<file path="src/rtl/usb_rxbuf_pkg.sv">
package usb_rxbuf_pkg;

    // Width of the received byte count (up to 1023 + spare bit)
    localparam int CNT_W = 11;

    // Control byte bit positions
    localparam int CB_RDY  = 0;
    localparam int CB_OVR  = 1;
    localparam int CB_DBL  = 5;
    localparam int CB_ISO  = 6;
    localparam int CB_AUTO = 7;

    // Slot-tracking states
    typedef enum logic [1:0] {
        SL_EMPTY   = 2'd0,
        SL_HOLD1   = 2'd1,
        SL_HOLD2   = 2'd2,
        SL_ADVANCE = 2'd3
    } slot_state_e;

endpackage

</file>
<file path="src/rtl/rxbuf_store.sv">
module rxbuf_store #(
    parameter int DATA_W     = 8,
    parameter int SLOT_BYTES = 64,
    localparam int IW        = $clog2(SLOT_BYTES),
    localparam int AW        = IW + 1
) (
    input  logic              clk,
    input  logic              we,
    input  logic [AW-1:0]     waddr,
    input  logic [DATA_W-1:0] wdata,
    input  logic [AW-1:0]     raddr,
    output logic [DATA_W-1:0] rdata
);

    localparam int WORDS = 2 * SLOT_BYTES;

    logic [DATA_W-1:0] mem [WORDS];

    always_ff @(posedge clk) begin
        if (we) begin
            mem[waddr] <= wdata;
        end
    end

    assign rdata = mem[raddr];

endmodule

</file>
<file path="src/rtl/rxbuf_fill.sv">
module rxbuf_fill
    import usb_rxbuf_pkg::*;
#(
    parameter int DATA_W     = 8,
    parameter int SLOT_BYTES = 64,
    localparam int IW        = $clog2(SLOT_BYTES),
    localparam int AW        = IW + 1
) (
    input  logic              clk,
    input  logic              rst_n,
    input  logic              rx_valid,
    input  logic [DATA_W-1:0] rx_data,
    input  logic              rx_end,
    input  logic              full,
    input  logic              iso,
    input  logic              dbl,
    input  logic              rd_slot,
    output logic              we,
    output logic [AW-1:0]     waddr,
    output logic [DATA_W-1:0] wdata,
    output logic              commit,
    output logic              ovr_set,
    output logic [CNT_W-1:0]  rd_len
);

    localparam logic [CNT_W-1:0] CAP = CNT_W'(SLOT_BYTES);

    logic               wslot_q;
    logic [CNT_W-1:0]   wcnt_q;
    logic               take;
    logic [CNT_W-1:0]   wcnt_nx;
    logic [2*CNT_W-1:0] len_flat;

    assign take    = rx_valid && !full && (wcnt_q < CAP);
    assign commit  = rx_end && !full;
    assign ovr_set = rx_end && full && iso;
    assign wcnt_nx = wcnt_q + CNT_W'(take);

    assign we    = take;
    assign waddr = {wslot_q, wcnt_q[IW-1:0]};
    assign wdata = rx_data;

    always_ff @(posedge clk) begin
        if (!rst_n) begin
            wslot_q <= 1'b0;
            wcnt_q  <= '0;
        end else if (commit) begin
            wcnt_q  <= '0;
            wslot_q <= dbl ? ~wslot_q : wslot_q;
        end else begin
            wcnt_q  <= wcnt_nx;
        end
    end

    // One length register per slot
    for (genvar g = 0; g < 2; g++) begin : g_len
        logic [CNT_W-1:0] len_q;
        always_ff @(posedge clk) begin
            if (!rst_n) begin
                len_q <= '0;
            end else if (commit && (wslot_q == g[0])) begin
                len_q <= wcnt_nx;
            end
        end
        assign len_flat[g*CNT_W +: CNT_W] = len_q;
    end

    assign rd_len = rd_slot ? len_flat[CNT_W +: CNT_W] : len_flat[0 +: CNT_W];

    // the fill count never passes the slot capacity
    p_len_cap_r12: assert property (@(posedge clk) disable iff (!rst_n)
        wcnt_q <= CAP);

endmodule

</file>
<file path="src/rtl/rxbuf_slot_fsm.sv">
module rxbuf_slot_fsm
    import usb_rxbuf_pkg::*;
(
    input  logic clk,
    input  logic rst_n,
    input  logic commit,
    input  logic release_slot,
    input  logic dbl,
    output logic pkt_rdy,
    output logic full
);

    slot_state_e state_q, state_nx;
    logic [1:0]  held;

    always_ff @(posedge clk) begin
        if (!rst_n) begin
            state_q <= SL_EMPTY;
        end else begin
            state_q <= state_nx;
        end
    end

    always_comb begin
        state_nx = state_q;
        unique case (state_q)
            SL_EMPTY: begin
                if (commit) state_nx = SL_HOLD1;
            end
            SL_HOLD1: begin
                if (release_slot && commit) state_nx = SL_ADVANCE;
                else if (release_slot)      state_nx = SL_EMPTY;
                else if (commit)            state_nx = SL_HOLD2;
            end
            SL_HOLD2: begin
                if (release_slot) state_nx = SL_ADVANCE;
            end
            SL_ADVANCE: begin
                state_nx = commit ? SL_HOLD2 : SL_HOLD1;
            end
        endcase
    end

    always_comb begin
        pkt_rdy = 1'b0;
        held    = 2'd0;
        unique case (state_q)
            SL_EMPTY:   begin pkt_rdy = 1'b0; held = 2'd0; end
            SL_HOLD1:   begin pkt_rdy = 1'b1; held = 2'd1; end
            SL_HOLD2:   begin pkt_rdy = 1'b1; held = 2'd2; end
            SL_ADVANCE: begin pkt_rdy = 1'b0; held = 2'd1; end
        endcase
        full = dbl ? (held == 2'd2) : (held != 2'd0);
    end

    // a packet committed into an empty buffer is presented next cycle
    p_rdy_after_commit_r3: assert property (@(posedge clk) disable iff (!rst_n)
        (state_q == SL_EMPTY && commit) |=> pkt_rdy);

    // releasing with a packet waiting gives a one-cycle gap
    p_adv_gap_r10: assert property (@(posedge clk) disable iff (!rst_n)
        (state_q == SL_HOLD2 && release_slot) |=> (!pkt_rdy ##1 pkt_rdy));

endmodule

</file>
<file path="src/rtl/usb_out_rxbuf.sv">
module usb_out_rxbuf
    import usb_rxbuf_pkg::*;
#(
    parameter int DATA_W     = 8,
    parameter int SLOT_BYTES = 64
) (
    input  logic              clk,
    input  logic              rst_n,
    input  logic              rx_valid,
    input  logic [DATA_W-1:0] rx_data,
    input  logic              rx_end,
    output logic              rx_full,
    input  logic              csr_wr,
    input  logic [7:0]        csr_wdata,
    output logic [7:0]        csr_rdata,
    input  logic [CNT_W-1:0]  max_pkt,
    output logic [7:0]        cnt_lo,
    output logic [7:0]        cnt_hi,
    input  logic              rd_en,
    output logic [DATA_W-1:0] rd_data
);

    localparam int IW = $clog2(SLOT_BYTES);
    localparam int AW = IW + 1;

    // Control settings and flags
    logic auto_q, iso_q, dbl_q, ovr_q;

    // Reader state
    logic              rslot_q;
    logic [CNT_W-1:0]  rptr_q;

    // Interconnect
    logic              pkt_rdy, full;
    logic              commit, ovr_set, release_slot;
    logic              we;
    logic [AW-1:0]     waddr;
    logic [DATA_W-1:0] wdata, sdata;
    logic [CNT_W-1:0]  cur_len, cnt;
    logic              rd_ok, auto_evt, cpu_rel;
    logic              unused_bits;

    assign unused_bits = ^csr_wdata[4:2];

    rxbuf_store #(.DATA_W(DATA_W), .SLOT_BYTES(SLOT_BYTES)) u_store (
        .clk   (clk),
        .we    (we),
        .waddr (waddr),
        .wdata (wdata),
        .raddr ({rslot_q, rptr_q[IW-1:0]}),
        .rdata (sdata)
    );

    rxbuf_fill #(.DATA_W(DATA_W), .SLOT_BYTES(SLOT_BYTES)) u_fill (
        .clk      (clk),
        .rst_n    (rst_n),
        .rx_valid (rx_valid),
        .rx_data  (rx_data),
        .rx_end   (rx_end),
        .full     (full),
        .iso      (iso_q),
        .dbl      (dbl_q),
        .rd_slot  (rslot_q),
        .we       (we),
        .waddr    (waddr),
        .wdata    (wdata),
        .commit   (commit),
        .ovr_set  (ovr_set),
        .rd_len   (cur_len)
    );

    rxbuf_slot_fsm u_fsm (
        .clk          (clk),
        .rst_n        (rst_n),
        .commit       (commit),
        .release_slot (release_slot),
        .dbl          (dbl_q),
        .pkt_rdy      (pkt_rdy),
        .full         (full)
    );

    // Read and release decisions
    assign rd_ok        = rd_en && pkt_rdy && (rptr_q < cur_len);
    assign auto_evt     = auto_q && rd_ok && (cur_len == max_pkt) && (cur_len != '0)
                          && (rptr_q == cur_len - CNT_W'(1));
    assign cpu_rel      = csr_wr && csr_wdata[CB_RDY];
    assign release_slot = pkt_rdy && (cpu_rel || auto_evt);

    always_ff @(posedge clk) begin
        if (!rst_n) begin
            rd_data <= '0;
            rptr_q  <= '0;
            rslot_q <= 1'b0;
        end else begin
            if (rd_en) begin
                rd_data <= rd_ok ? sdata : '0;
            end
            if (release_slot) begin
                rptr_q  <= '0;
                rslot_q <= dbl_q ? ~rslot_q : rslot_q;
            end else if (rd_ok) begin
                rptr_q  <= rptr_q + CNT_W'(1);
            end
        end
    end

    // Control byte
    always_ff @(posedge clk) begin
        if (!rst_n) begin
            auto_q <= 1'b0;
            iso_q  <= 1'b0;
            dbl_q  <= 1'b0;
            ovr_q  <= 1'b0;
        end else begin
            if (csr_wr) begin
                auto_q <= csr_wdata[CB_AUTO];
                iso_q  <= csr_wdata[CB_ISO];
                dbl_q  <= csr_wdata[CB_DBL];
            end
            if (ovr_set) begin
                ovr_q <= 1'b1;
            end else if (csr_wr && csr_wdata[CB_OVR]) begin
                ovr_q <= 1'b0;
            end
        end
    end

    assign csr_rdata = {auto_q, iso_q, dbl_q, 3'b000, ovr_q, pkt_rdy};
    assign rx_full   = full;

    // Count readout
    assign cnt    = pkt_rdy ? cur_len : '0;
    assign cnt_lo = cnt[7:0];
    assign cnt_hi = {5'b00000, cnt[CNT_W-1:8]};

    // idle reads return zero and leave the read position alone
    p_rd_idle_r5: assert property (@(posedge clk) disable iff (!rst_n)
        (rd_en && !pkt_rdy) |=> (rd_data == '0 && $stable(rptr_q)));

    // auto-clear drops packet-ready at the edge of the last read
    p_auto_clr_r7: assert property (@(posedge clk) disable iff (!rst_n)
        auto_evt |=> !pkt_rdy);

    // overrun only rises in isochronous mode
    p_ovr_iso_r11: assert property (@(posedge clk) disable iff (!rst_n)
        $rose(ovr_q) |-> $past(iso_q));

endmodule

</file>
<file path="config.mk">
export PLATFORM = sky130hd
export DESIGN_NAME = usb_out_rxbuf
export DESIGN_NICKNAME = d
export VERILOG_FILES = /design/src/rtl/usb_rxbuf_pkg.sv /design/src/rtl/rxbuf_store.sv /design/src/rtl/rxbuf_fill.sv /design/src/rtl/rxbuf_slot_fsm.sv /design/src/rtl/usb_out_rxbuf.sv
export SDC_FILE = /design/constraint.sdc
export NUM_CORES = 1
export LEC_CHECK = 0
export BUFFER_PORTS_ARGS = -buffer_cell sky130_fd_sc_hd__clkbuf_2
export CORE_MARGIN = 1.5
export CORE_UTILIZATION = 41
export CTS_CLUSTER_DIAMETER = 30
export DETAILED_ROUTE_END_ITERATION = 6
export HOLD_SLACK_MARGIN = 0.02
export MAX_ROUTING_LAYER = met4
export PLACE_DENSITY = 0.59
export SYNTH_ARGS = -nofsm -noshare
export SYNTH_HDL_FRONTEND = slang
export SYNTH_SLANG_ARGS = --single-unit
</file>
<file path="constraint.sdc">
create_clock -name clk -period 4.1 [get_ports clk]
set_input_delay 0.205 -clock clk [delete_from_list [all_inputs] [get_ports clk]]
set_output_delay 0.205 -clock clk [all_outputs]
set_load 0.02 [all_outputs]
</file>
==> results.yml <==
power_and_ir_drop:
  p_leak_nw: 16.3
  powerDensity_nw_per_um2: 602
  irDropWorstVdd_uv: 381
finish:
  final_cell_area_um2: 51700
  final_nets: 2303
  layout_common_cells: "edfxtp_1 (1024), mux4_2 (332), clkbuf_16 (182)"
  drive_gt1_frac: 0.329
  final_common_cell: "edfxtp_1"
  num_antenna_cells: 0
  finalNonFillerCells: 3780
  area_growth_pct: 20.1
clocking:
  htree_num_levels: 4
  clk_latency_ns: 0.75
  cts_max_path_buffers: 3
  cts_sinks: 1084
  postCtsSetupBuffers: 0
  cts_made_buffers: 178
  cts_tree: "built"
  cts-root-buf: "clkbuf_16"
  clk_pin_slew_worst_paths_ns: 0.05
synthesis:
  avgSynthCellArea_um2: 21.2
  synth-main-ff-cell: "edfxtp_1"
  yosysWarnings: 0
  synth_top_cell_by_area: "edfxtp_1"
  synth.top_cells.by_area: "edfxtp_1 (71%), mux4_2 (17%), dfxtp_1 (2.8%), nor2_1 (1.4%), ha_1 (0.61%)"
  syn_inst: 2030
  synth_edf_count: 1024
  synth_top_area_frac: 0.715
  synth-seq-cells: 1084
  ys_types: 57
  async_flop_share: 0
  syn-cell-area_um2: 43000
  yosysSeqAreaShare: 0.743
floorplan:
  pin_count: 66
  design.core.area_um2: 104000
  initial_core_util: 0.414
  fp-row-count: 118
  die-width_um: 327
  die-area_um2: 107000
  dieHeight_um: 327
detailed_routing:
  wirelength_mm: 100
  postRouteAntennaNets: 0
  via_count: 21100
  drc: 0
  drt-vias-per-instance: 5.58
  avgRoutedWirePerCell_um: 26.5
  drtIter0Drc: 1909
  dr.pass1.iters: 5
global_route:
  grt_usage: 0.195
  grt-ovfl-total: 0
  grt_max_degree: 99
  grt_pass1_wl_mm: 148
  antenna_found_initial: 3
  grt_pass1_vias: 22000
timing:
  slew_viol_final: 0
  max_clock_freq_ghz: 0.278
  period_share: 0.877
  setup_tns_ns: 0
  period_minus_slack_ns: 3.60
  hold_viol: 0
  setup_violations: 0
  finClkSkew_ns: 0.0348
  worst_pin_slew_ns: 1.19
  rsz0062_at_grt: "false"
  fin_hold_ws_ns: 0.105
  relSlewSlack: 0.200
setup_path:
  critical_path.slowest_cell: "dfxtp_1"
  critical_path.cell_chain: "mux2i_1 -> ha_1 -> nor2b_1 -> o21a_1 -> o211ai_1 -> a21oi_1 -> a2111oi_2 -> buf_4 -> nand2_1 -> nor2_1 -> o211ai_1 -> nand3_1"
  crit_family: "compound AO/OA/AOI/OAI gates"
  critPathKind: "reg -> reg"
  start_kind: "flip-flop"
  critPathBufInv: 1
  critPathMaxFanout: 13
  critPathCaptureType: "flip-flop"
  critPathMaxStageDelay_ns: 0.73
  required_ns: 4.78
  cp_data_arrival_time_ns: 4.27
  crit_path_frequent_cell: "o211ai_1"
worst_hold_path:
  holdCritPathClass: "in -> reg"
placement:
  place_area_um2: 45300
  dp_hpwl_mm: 60.3
  routabilityCongestion: 0.846
  port_buffers: 54
  placed_cells: 3438
flow_run:
  max-cap-violations: 0
outcome:
  status: "finished clean"
-- through the flow --
step / utilization / setup slack, ns / total power, mW
after detailed placement: 0.437 / 0.578 / 16.2
after floorplan: - / 0.379 / 15.0
after global placement: 0.437 / 0.606 / 16.2
final: 0.498 / 0.505 / 31.1
after CTS: 0.498 / 0.543 / 31.4
after global routing: 0.498 / 0.263 / 32.1
-- worst reg2reg max path: stages, from the launching register on --
cell       delay, ns
dfxtp_1         0.73
mux2i_1         0.53
ha_1            0.32
nor2b_1         0.13
o21a_1          0.18
o211ai_1        0.17
a21oi_1         0.10
a2111oi_2       0.31
buf_4           0.27
nand2_1         0.07
nor2_1          0.44
o211ai_1        0.18
nand3_1         0.12
-- layout make-up --
type,instances,area [µm²]
well taps,1380,1730
clock buffers,202,4650
fillers,8157,52100
flip-flops and latches,1084,32000
clock inverters,129,1580
multi-input cells,824,10500
repair buffers,152,1240
inverters,9,33.8
-- synth_stat cells (all sizes together) (8+ instances only) --
library cell,number
ha,21
inv,9
and3,8
clkbuf,55
xor2,25
nor2,161
nand4,10
edfxtp,1024
nand2,55
buf,65
nor3,10
mux4,332
o211a,18
nor2b,32
mux2i,22
dfxtp,60
and2,8
nand3,23
xnor2,20
-- state kept, by name (all words and copies together) (netlist names), 2 cells and up --
signal	flops
u_store.mem	1024
u_fill.g_len.len_q	22
rptr_q	11
u_fill.wcnt_q	11
rd_data	8
u_fsm.state_q	2
-- layer usage --
metal | part of all wire | global-route usage
met5 | 0 | -
met2 | 0.48 | 0.295
met1 | 0.44 | 0.274
met3 | 0.064 | 0.0395
met4 | 0.018 | 0.0473
-- report_power, final --
group          switching [mW]  internal, mW  leakage [nW]
combinational            1.89          1.77          3.67
clock                    5.44          9.69          2.98
sequential              0.116          12.2          9.69
-- cell families after synthesis --
logic type | after synthesis | share of synthesized area
flops | 1084 | 0.743
mux | 358 | 0.180
simple gates | 326 | 0.0346
buf+inv | 129 | 0.0145
compound gates | 66 | 0.0127
xor+xnor | 45 | 0.00916
fa+ha+maj | 21 | 0.00611
other cells | 1 | 0.0000872
-- final timing paths --
kind	startpoint	slack, ns	depth (start not counted)	to
worst max register to register	rslot_q	0.50	12	rd_data[1]
worst min register to register	u_fill.g_len[0].len_q[10]	0.50	1	u_fill.g_len[0].len_q[10]
worst max-delay path	rslot_q	0.50	12	rd_data[1]
worst min-delay path	rx_data[3]	0.10	1	u_store.mem[88][3]
-- repair_timing --
item / 4_1_cts / 5_1_grt
hold endpoints to repair: 9 / 0
hold buffers: 11 / 0
gates resized for setup: 0 / 0
Note: power is estimated with default switching activity, not from simulation.
